==> config.mk <==
export PLATFORM = sky130hd
export DESIGN_NAME = cop0_exc_ctrl
export DESIGN_NICKNAME = d
export VERILOG_FILES = /design/src/rtl/cop0_exc_pkg.sv /design/src/rtl/cop0_status_reg.sv /design/src/rtl/cop0_cause_reg.sv /design/src/rtl/cop0_exc_seq.sv /design/src/rtl/cop0_exc_ctrl.sv
export SDC_FILE = /design/constraint.sdc
export NUM_CORES = 1
export LEC_CHECK = 0
export ABC_CLOCK_PERIOD_IN_PS = 2550
export BUFFER_PORTS_ARGS = -buffer_cell sky130_fd_sc_hd__buf_2
export CORE_MARGIN = 2
export CORE_UTILIZATION = 48
export DETAILED_ROUTE_END_ITERATION = 8
export GPL_TIMING_DRIVEN = 0
export PLACE_DENSITY = 0.81
export RECOVER_POWER = 100
export SYNTH_ARGS = -nofsm -noshare
export SYNTH_HDL_FRONTEND = slang
export SYNTH_SLANG_ARGS = --single-unit
==> constraint.sdc <==
create_clock -name clk -period 2.55 [get_ports clk]
set_input_delay 0.255 -clock clk [delete_from_list [all_inputs] [get_ports clk]]
set_output_delay 0.255 -clock clk [all_outputs]
set_load 0.005 [all_outputs]
==> src/rtl/cop0_exc_pkg.sv <==
package cop0_exc_pkg;
   localparam int unsigned WORD_W    = 32;
   localparam int unsigned IDX_W     = 5;
   localparam int unsigned CODE_W    = 5;
   localparam int unsigned CODE_LO   = 2;
   localparam int unsigned SWI_LO    = 8;
   localparam int unsigned SWI_W     = 2;
   localparam int unsigned BD_POS    = 31;
   localparam int unsigned BEV_POS   = 22;
   localparam int unsigned STK_W     = 6;

   typedef enum logic [1:0] {
      ENTRY_NONE = 2'd0,
      ENTRY_SWI  = 2'd1,
      ENTRY_BRK  = 2'd2
   } entry_kind_e;

   localparam logic [CODE_W-1:0] CODE_INT = 5'd0;
   localparam logic [CODE_W-1:0] CODE_BRK = 5'd9;
endpackage

==> src/rtl/cop0_status_reg.sv <==
module cop0_status_reg
   import cop0_exc_pkg::*;
#(
   parameter int unsigned DATA_W = 32,
   parameter int unsigned STACK_W = 6,
   parameter logic [31:0] RST_VAL = 32'h0040_0000
) (
   input  logic              clk,
   input  logic              rst_n,
   input  logic              wr_en,
   input  logic [DATA_W-1:0] wdata,
   input  logic              pop_en,
   input  logic              push_en,
   output logic [DATA_W-1:0] status_q
);
   localparam int unsigned POP_W = STACK_W - 2;

   generate
      if (STACK_W < 4 || STACK_W > DATA_W || (STACK_W % 2) != 0) begin : g_bad_stack
         $error("cop0_status_reg: STACK_W must be even, >= 4 and <= DATA_W");
      end
   endgenerate

   logic [DATA_W-1:0] status_d;

   always_comb begin
      status_d = status_q;
      if (push_en) begin
         status_d[STACK_W-1:0] = {status_q[POP_W-1:0], 2'b00};
      end else if (pop_en) begin
         status_d[POP_W-1:0] = status_q[STACK_W-1:2];
      end else if (wr_en) begin
         status_d = wdata;
      end
   end

   always_ff @(posedge clk) begin
      if (!rst_n) status_q <= RST_VAL[DATA_W-1:0];
      else        status_q <= status_d;
   end


   rfe_pop_chk: assert property (@(posedge clk) disable iff (!rst_n)
      (pop_en && !push_en) |=>
         (status_q[POP_W-1:0] == $past(status_q[STACK_W-1:2])) &&
         (status_q[DATA_W-1:POP_W] == $past(status_q[DATA_W-1:POP_W])));


   entry_push_chk: assert property (@(posedge clk) disable iff (!rst_n)
      push_en |=>
         (status_q[1:0] == 2'b00) &&
         (status_q[STACK_W-1:2] == $past(status_q[POP_W-1:0])) &&
         (status_q[DATA_W-1:STACK_W] == $past(status_q[DATA_W-1:STACK_W])));


   status_wr_chk: assert property (@(posedge clk) disable iff (!rst_n)
      (wr_en && !pop_en && !push_en) |=> (status_q == $past(wdata)));
endmodule

==> src/rtl/cop0_cause_reg.sv <==
module cop0_cause_reg
   import cop0_exc_pkg::*;
#(
   parameter int unsigned DATA_W   = 32,
   parameter int unsigned SW_LO    = 8,
   parameter int unsigned SW_W     = 2,
   parameter int unsigned CD_LO    = 2,
   parameter int unsigned CD_W     = 5,
   parameter int unsigned BD_BIT   = 31
) (
   input  logic              clk,
   input  logic              rst_n,
   input  logic              wr_en,
   input  logic [SW_W-1:0]   wr_swi,
   input  logic              entry_en,
   input  logic [CD_W-1:0]   entry_code,
   input  logic              entry_bd,
   output logic [DATA_W-1:0] cause_q
);
   localparam int unsigned SW_HI = SW_LO + SW_W - 1;
   localparam int unsigned CD_HI = CD_LO + CD_W - 1;

   generate
      if (SW_HI >= DATA_W || CD_HI >= DATA_W || BD_BIT >= DATA_W) begin : g_bad_fields
         $error("cop0_cause_reg: a field lies outside the register");
      end
      if (CD_HI >= SW_LO) begin : g_overlap
         $error("cop0_cause_reg: code field overlaps software bits");
      end
   endgenerate

   logic [DATA_W-1:0] cause_d;

   always_comb begin
      cause_d = cause_q;
      if (entry_en) begin
         cause_d[CD_HI:CD_LO] = entry_code;
         cause_d[BD_BIT]      = entry_bd;
      end else if (wr_en) begin
         cause_d[SW_HI:SW_LO] = wr_swi;
      end
   end

   always_ff @(posedge clk) begin
      if (!rst_n) cause_q <= '0;
      else        cause_q <= cause_d;
   end


   cause_mask_chk: assert property (@(posedge clk) disable iff (!rst_n)
      (wr_en && !entry_en) |=>
         (cause_q[SW_HI:SW_LO] == $past(wr_swi)) &&
         (cause_q[SW_LO-1:0] == $past(cause_q[SW_LO-1:0])) &&
         (cause_q[DATA_W-1:SW_HI+1] == $past(cause_q[DATA_W-1:SW_HI+1])));


   cause_bd_chk: assert property (@(posedge clk) disable iff (!rst_n)
      entry_en |=> (cause_q[BD_BIT] == $past(entry_bd)));
endmodule

==> src/rtl/cop0_exc_seq.sv <==
module cop0_exc_seq
   import cop0_exc_pkg::*;
#(
   parameter int unsigned DATA_W  = 32,
   parameter int unsigned SW_W    = 2,
   parameter int unsigned CD_W    = 5,
   parameter logic [31:0] VEC_RAM  = 32'h8000_0080,
   parameter logic [31:0] VEC_BOOT = 32'hBFC0_0180,
   parameter logic [31:0] SLOT_BYTES = 32'd4
) (
   input  logic              clk,
   input  logic              rst_n,
   input  logic              brk_i,
   input  logic              recheck_arm,
   input  logic [SW_W-1:0]   swi_pend,
   input  logic [SW_W-1:0]   swi_mask,
   input  logic              ie_cur,
   input  logic              boot_vec,
   input  logic [DATA_W-1:0] pc_i,
   input  logic              in_delay_i,
   output logic              entry_en,
   output logic [CD_W-1:0]   entry_code,
   output logic              entry_bd,
   output logic              exc_taken_o,
   output logic [DATA_W-1:0] exc_vector_o,
   output logic [DATA_W-1:0] epc_o
);
   logic        recheck_q;
   logic        swi_hit;
   entry_kind_e kind;
   logic [DATA_W-1:0] ret_addr;

   assign swi_hit = recheck_q && ie_cur && ((swi_pend & swi_mask) != '0);

   always_comb begin
      if (brk_i)        kind = ENTRY_BRK;
      else if (swi_hit) kind = ENTRY_SWI;
      else              kind = ENTRY_NONE;
   end

   assign entry_en   = (kind != ENTRY_NONE);
   assign entry_code = (kind == ENTRY_BRK) ? CODE_BRK : CODE_INT;
   assign entry_bd   = in_delay_i;
   assign ret_addr   = in_delay_i ? (pc_i - SLOT_BYTES[DATA_W-1:0]) : pc_i;

   always_ff @(posedge clk) begin
      if (!rst_n) begin
         recheck_q    <= 1'b0;
         exc_taken_o  <= 1'b0;
         exc_vector_o <= '0;
         epc_o        <= '0;
      end else begin
         recheck_q   <= recheck_arm && !entry_en;
         exc_taken_o <= entry_en;
         if (entry_en) begin
            epc_o        <= ret_addr;
            exc_vector_o <= boot_vec ? VEC_BOOT[DATA_W-1:0] : VEC_RAM[DATA_W-1:0];
         end
      end
   end


   brk_code_chk: assert property (@(posedge clk) disable iff (!rst_n)
      brk_i |-> (entry_en && entry_code == CODE_BRK));


   swi_code_chk: assert property (@(posedge clk) disable iff (!rst_n)
      (entry_en && !brk_i) |-> (entry_code == CODE_INT));


   no_spurious_entry_chk: assert property (@(posedge clk) disable iff (!rst_n)
      (entry_en && !brk_i) |-> (recheck_q && ie_cur));
endmodule

==> src/rtl/cop0_exc_ctrl.sv <==
module cop0_exc_ctrl
   import cop0_exc_pkg::*;
#(
   parameter int unsigned DATA_W     = 32,
   parameter int unsigned ADDR_W     = 5,
   parameter int unsigned STATUS_IDX = 12,
   parameter int unsigned CAUSE_IDX  = 13,
   parameter int unsigned EPC_IDX    = 14,
   parameter logic [31:0] STATUS_RST = 32'h0040_0000,
   parameter bit          READ_FLOP  = 1'b0
) (
   input  logic              clk,
   input  logic              rst_n,
   input  logic              reg_wr_en,
   input  logic [ADDR_W-1:0] reg_addr,
   input  logic [DATA_W-1:0] reg_wdata,
   output logic [DATA_W-1:0] reg_rdata,
   input  logic              rfe_i,
   input  logic              brk_i,
   input  logic [DATA_W-1:0] pc_i,
   input  logic              in_delay_i,
   output logic              exc_taken_o,
   output logic [DATA_W-1:0] exc_vector_o,
   output logic [DATA_W-1:0] epc_o
);
   localparam int unsigned SW_HI = SWI_LO + SWI_W - 1;

   generate
      if (DATA_W != WORD_W) begin : g_bad_width
         $error("cop0_exc_ctrl: DATA_W must equal the machine word width");
      end
      if (STATUS_IDX >= (1 << ADDR_W) || CAUSE_IDX >= (1 << ADDR_W) ||
          EPC_IDX >= (1 << ADDR_W)) begin : g_bad_idx
         $error("cop0_exc_ctrl: register index does not fit ADDR_W");
      end
   endgenerate

   logic [DATA_W-1:0] status_q, cause_q;
   logic              wr_status, wr_cause;
   logic              entry_en, entry_bd;
   logic [CODE_W-1:0] entry_code;
   logic [DATA_W-1:0] rd_mux;

   assign wr_status = reg_wr_en && !rfe_i && (reg_addr == ADDR_W'(STATUS_IDX));
   assign wr_cause  = reg_wr_en && !rfe_i && (reg_addr == ADDR_W'(CAUSE_IDX));

   cop0_status_reg #(
      .DATA_W  (DATA_W),
      .STACK_W (STK_W),
      .RST_VAL (STATUS_RST)
   ) u_status (
      .clk      (clk),
      .rst_n    (rst_n),
      .wr_en    (wr_status),
      .wdata    (reg_wdata),
      .pop_en   (rfe_i),
      .push_en  (entry_en),
      .status_q (status_q)
   );

   cop0_cause_reg #(
      .DATA_W (DATA_W),
      .SW_LO  (SWI_LO),
      .SW_W   (SWI_W),
      .CD_LO  (CODE_LO),
      .CD_W   (CODE_W),
      .BD_BIT (BD_POS)
   ) u_cause (
      .clk        (clk),
      .rst_n      (rst_n),
      .wr_en      (wr_cause),
      .wr_swi     (reg_wdata[SW_HI:SWI_LO]),
      .entry_en   (entry_en),
      .entry_code (entry_code),
      .entry_bd   (entry_bd),
      .cause_q    (cause_q)
   );

   cop0_exc_seq #(
      .DATA_W (DATA_W),
      .SW_W   (SWI_W),
      .CD_W   (CODE_W)
   ) u_seq (
      .clk          (clk),
      .rst_n        (rst_n),
      .brk_i        (brk_i),
      .recheck_arm  (wr_cause || rfe_i),
      .swi_pend     (cause_q[SW_HI:SWI_LO]),
      .swi_mask     (status_q[SW_HI:SWI_LO]),
      .ie_cur       (status_q[0]),
      .boot_vec     (status_q[BEV_POS]),
      .pc_i         (pc_i),
      .in_delay_i   (in_delay_i),
      .entry_en     (entry_en),
      .entry_code   (entry_code),
      .entry_bd     (entry_bd),
      .exc_taken_o  (exc_taken_o),
      .exc_vector_o (exc_vector_o),
      .epc_o        (epc_o)
   );

   always_comb begin
      if (reg_addr == ADDR_W'(STATUS_IDX))     rd_mux = status_q;
      else if (reg_addr == ADDR_W'(CAUSE_IDX)) rd_mux = cause_q;
      else if (reg_addr == ADDR_W'(EPC_IDX))   rd_mux = epc_o;
      else                                     rd_mux = '0;
   end

   generate
      if (READ_FLOP) begin : g_rd_flop
         always_ff @(posedge clk) begin
            if (!rst_n) reg_rdata <= '0;
            else        reg_rdata <= rd_mux;
         end
      end else begin : g_rd_comb
         assign reg_rdata = rd_mux;
      end
   endgenerate


   epc_value_chk: assert property (@(posedge clk) disable iff (!rst_n)
      exc_taken_o |-> (epc_o == ($past(in_delay_i) ? ($past(pc_i) - 32'd4) : $past(pc_i))));


   epc_hold_chk: assert property (@(posedge clk) disable iff (!rst_n)
      !exc_taken_o |-> $stable(epc_o));


   vector_sel_chk: assert property (@(posedge clk) disable iff (!rst_n)
      exc_taken_o |-> (exc_vector_o == ($past(status_q[BEV_POS]) ? 32'hBFC0_0180 : 32'h8000_0080)));


   entry_blocks_write_chk: assert property (@(posedge clk) disable iff (!rst_n)
      (entry_en && reg_wr_en) |=> exc_taken_o && (status_q[DATA_W-1:STK_W] == $past(status_q[DATA_W-1:STK_W])));
endmodule

==> results.md <==
- Status: finished clean
- Worst EP arrival: 2.15 ns
- Hold buffer count at cts: 0
- Startpoint types: input pin
- Initial Utilization: 0.497
- Drt first pass iters: 5
- TritonCTS clock tree: built
- Clock Sink Count: 72
- Layout cells sized above 1: 0.285
- FFs w/ async S/R, synth: 0
- Fin crit share: 0.943
- Post-cts resize count: 0
- Initial antenna violation count: 0
- TNS Setup: 0 ns
- Power Density: 482 nW/um^2
- Area grow syn2layout: 27.4%
- Leading cell type in the layout, fill and taps excluded: buf_2
- FF+latch count, synth: 72
- Die Y: 93.7 um
- Clk_skew: 0.0109 ns
- Data required, critical path: 2.30 ns
- Hold Vio Cnt, Final: 0
- GR peak layer: met2
- Via-per-instance ratio: 5.31
- VDD IR max: 0.281 mV
- Antenna Nets Post-Route: 0
- Nets: 719
- Synth cell types: 52
- Via count: 3980
- Reg clk slew, reported paths: 0.08 ns
- Grt met2 use: 0.441
- Fin crit period: 2.41 ns
- TritonCTS Buffers: 9
- First-pass GRT wire length: 18100 um
- Pin count of the biggest net entering global routing: 13
- Synthesis Warnings: 0
- Core footprint: 7770 um^2
- Vias in the first global route: 3752
- Upper clock frequency limit: 416 MHz
- Wire per inst: 15.6 um
- EDFF count, synth: 0
- Post-Route WL: 11700 um
- Cell area after synthesis: 3860 um^2
- Clock tree buffer depth: 2
- Worst-Margin Slew: 0.600 ns
- Syn_area_per_cell: 8.31 um^2
- Final Setup Violations: 0
- Htree depth: 3
- Worst hold path type: in -> reg
- Initial drt markers: 186
- Max Slew Vio Count: 0
- DR DRC count: 0
- Die area: 8780 um^2
- Design Power: 2.37 mW
- Pleak: 2.12 nW
- WS Path Type: in -> out
- Clock root cell: clkbuf_8
- Setup ws final: 0.145 ns
- M3 GR Usage: 0.0393
- Synth Instances: 465
- Post-CTS Setup Repair Bufs: 0
- I/O Buffers: 147
- Worst Path Max Fanout: 10
- Fill count: 713
- Ys flop type: dfxtp_1
- Gr usage total: 0.263
- Post-synthesis sequential area ratio: 0.373
- Top Ports: 172
- Gp weighted congestion: 0.864
- RSZ-0062 raised after global routing: false
- Core Rows: 32
- Worst slew margin: 0.600
- Clk_lat worst skew: 0.35 ns
- Die W: 93.7 um
- Commonest cells after routing, fill and taps aside: buf_2, nand2_1, dfxtp_1, clkbuf_1, a21oi_1
- Pre-CTS setup slack: 0.208 ns
- Antenna cells: 0
- Global route total overflow: 0
- HPWL after DPL: 8900 um
- Grt met1 use: 0.332
- Critical Path End Type: output pin
- Max-cap violations: 0
## stage by stage
step                      std cells  instance area (um^2)  hold WS, ns   util
after global routing            750                  4920        0.123  0.634
after detailed placement        734                  4800        0.447  0.618
after global placement          734                  4800        0.440  0.618
after floorplan                 485                  3940        0.372      -
after CTS                       750                  4970        0.113  0.640
final                           750                  4920        0.124  0.634
## state kept, by name, indices dropped and copies added, names as in the netlist
| register | flops |
|---|---|
| u_seq.exc_vector_o | 2 |
| u_seq.exc_taken_o | 1 |
| u_seq.epc_o | 32 |
| u_cause.cause_q | 4 |
| u_seq.recheck_q | 1 |
| u_status.status_q | 32 |
## logic make-up (layout without fill, tap and decap cells)
kind of cell / after synthesis / in the layout / synth area share
DFF: 72 / 72 / 0.373
muxes: 15 / 15 / 0.0395
buffers and inverters: 67 / 230 / 0.106
AOI/OAI and AO/OA: 120 / 120 / 0.196
and+or+nand+nor: 162 / 162 / 0.220
adders and majority gates: 1 / 1 / 0.00324
other: 1 / 21 / 0.000971
xor gates and xnor gates: 27 / 27 / 0.0612
## routing by layer
metal,routed length [um],up-vias
met4,241,0
met2,5740,155
met5,0,-
met3,743,22
li1,-,1922
met1,4940,1881
## cells in the mapped netlist, types with 5 or more instances
| library cell | number | area share |
|---|---|---|
| nand3_1 | 7 | 0.0091 |
| nor4_1 | 5 | 0.0081 |
| buf_2 | 6 | 0.0078 |
| nand2_1 | 85 | 0.083 |
| mux2i_1 | 13 | 0.034 |
| or3_1 | 6 | 0.0097 |
| inv_1 | 6 | 0.0058 |
| a21oi_1 | 44 | 0.057 |
| clkbuf_1 | 17 | 0.017 |
| a22o_1 | 28 | 0.063 |
| nor3_1 | 7 | 0.0091 |
| dfxtp_1 | 72 | 0.37 |
| o21ai_1 | 11 | 0.014 |
| xnor2_1 | 14 | 0.032 |
| o21ai_0 | 17 | 0.022 |
| nor2_1 | 27 | 0.026 |
| xor2_1 | 13 | 0.029 |
| a211oi_1 | 11 | 0.021 |
| buf_4 | 32 | 0.062 |
## power breakdown
part	internal [mW]	leakage, nW	switching (mW)
registers	1.17	0.590	0.0399
clock network	0.378	0.0895	0.431
logic	0.163	1.44	0.191
## worst paths after layout
check,cells after the start,slack [ns],to,from
setup / recovery,8,0.14,reg_rdata[31],reg_addr[0]
hold / removal,3,0.12,u_status.status_q[22],reg_wdata[22]
setup reg to reg,8,0.30,u_status.status_q[24],u_status.status_q[8]
hold reg to reg,2,0.46,u_status.status_q[28],u_status.status_q[28]
## worst max-delay path: stages
cell and delay [ns]:
buf_2 0.17, and4bb_1 0.33, and2_0 0.14, clkbuf_1 0.27
clkbuf_1 0.47, nand2_1 0.20, o21ai_1 0.16, clkbuf_2 0.15
## area by class of cell
class	instances	area, um^2	area share
well taps	102	128	0.0259
multi-input cells	346	2080	0.422
clock inverters	5	31.3	0.00636
flip-flops and latches	72	1440	0.293
clock buffers	11	141	0.0287
plain buffers	61	382	0.0775
repair buffers	147	697	0.142
inverters	6	22.5	0.00458
No activity file was read; power rests on OpenSTA's default activity.
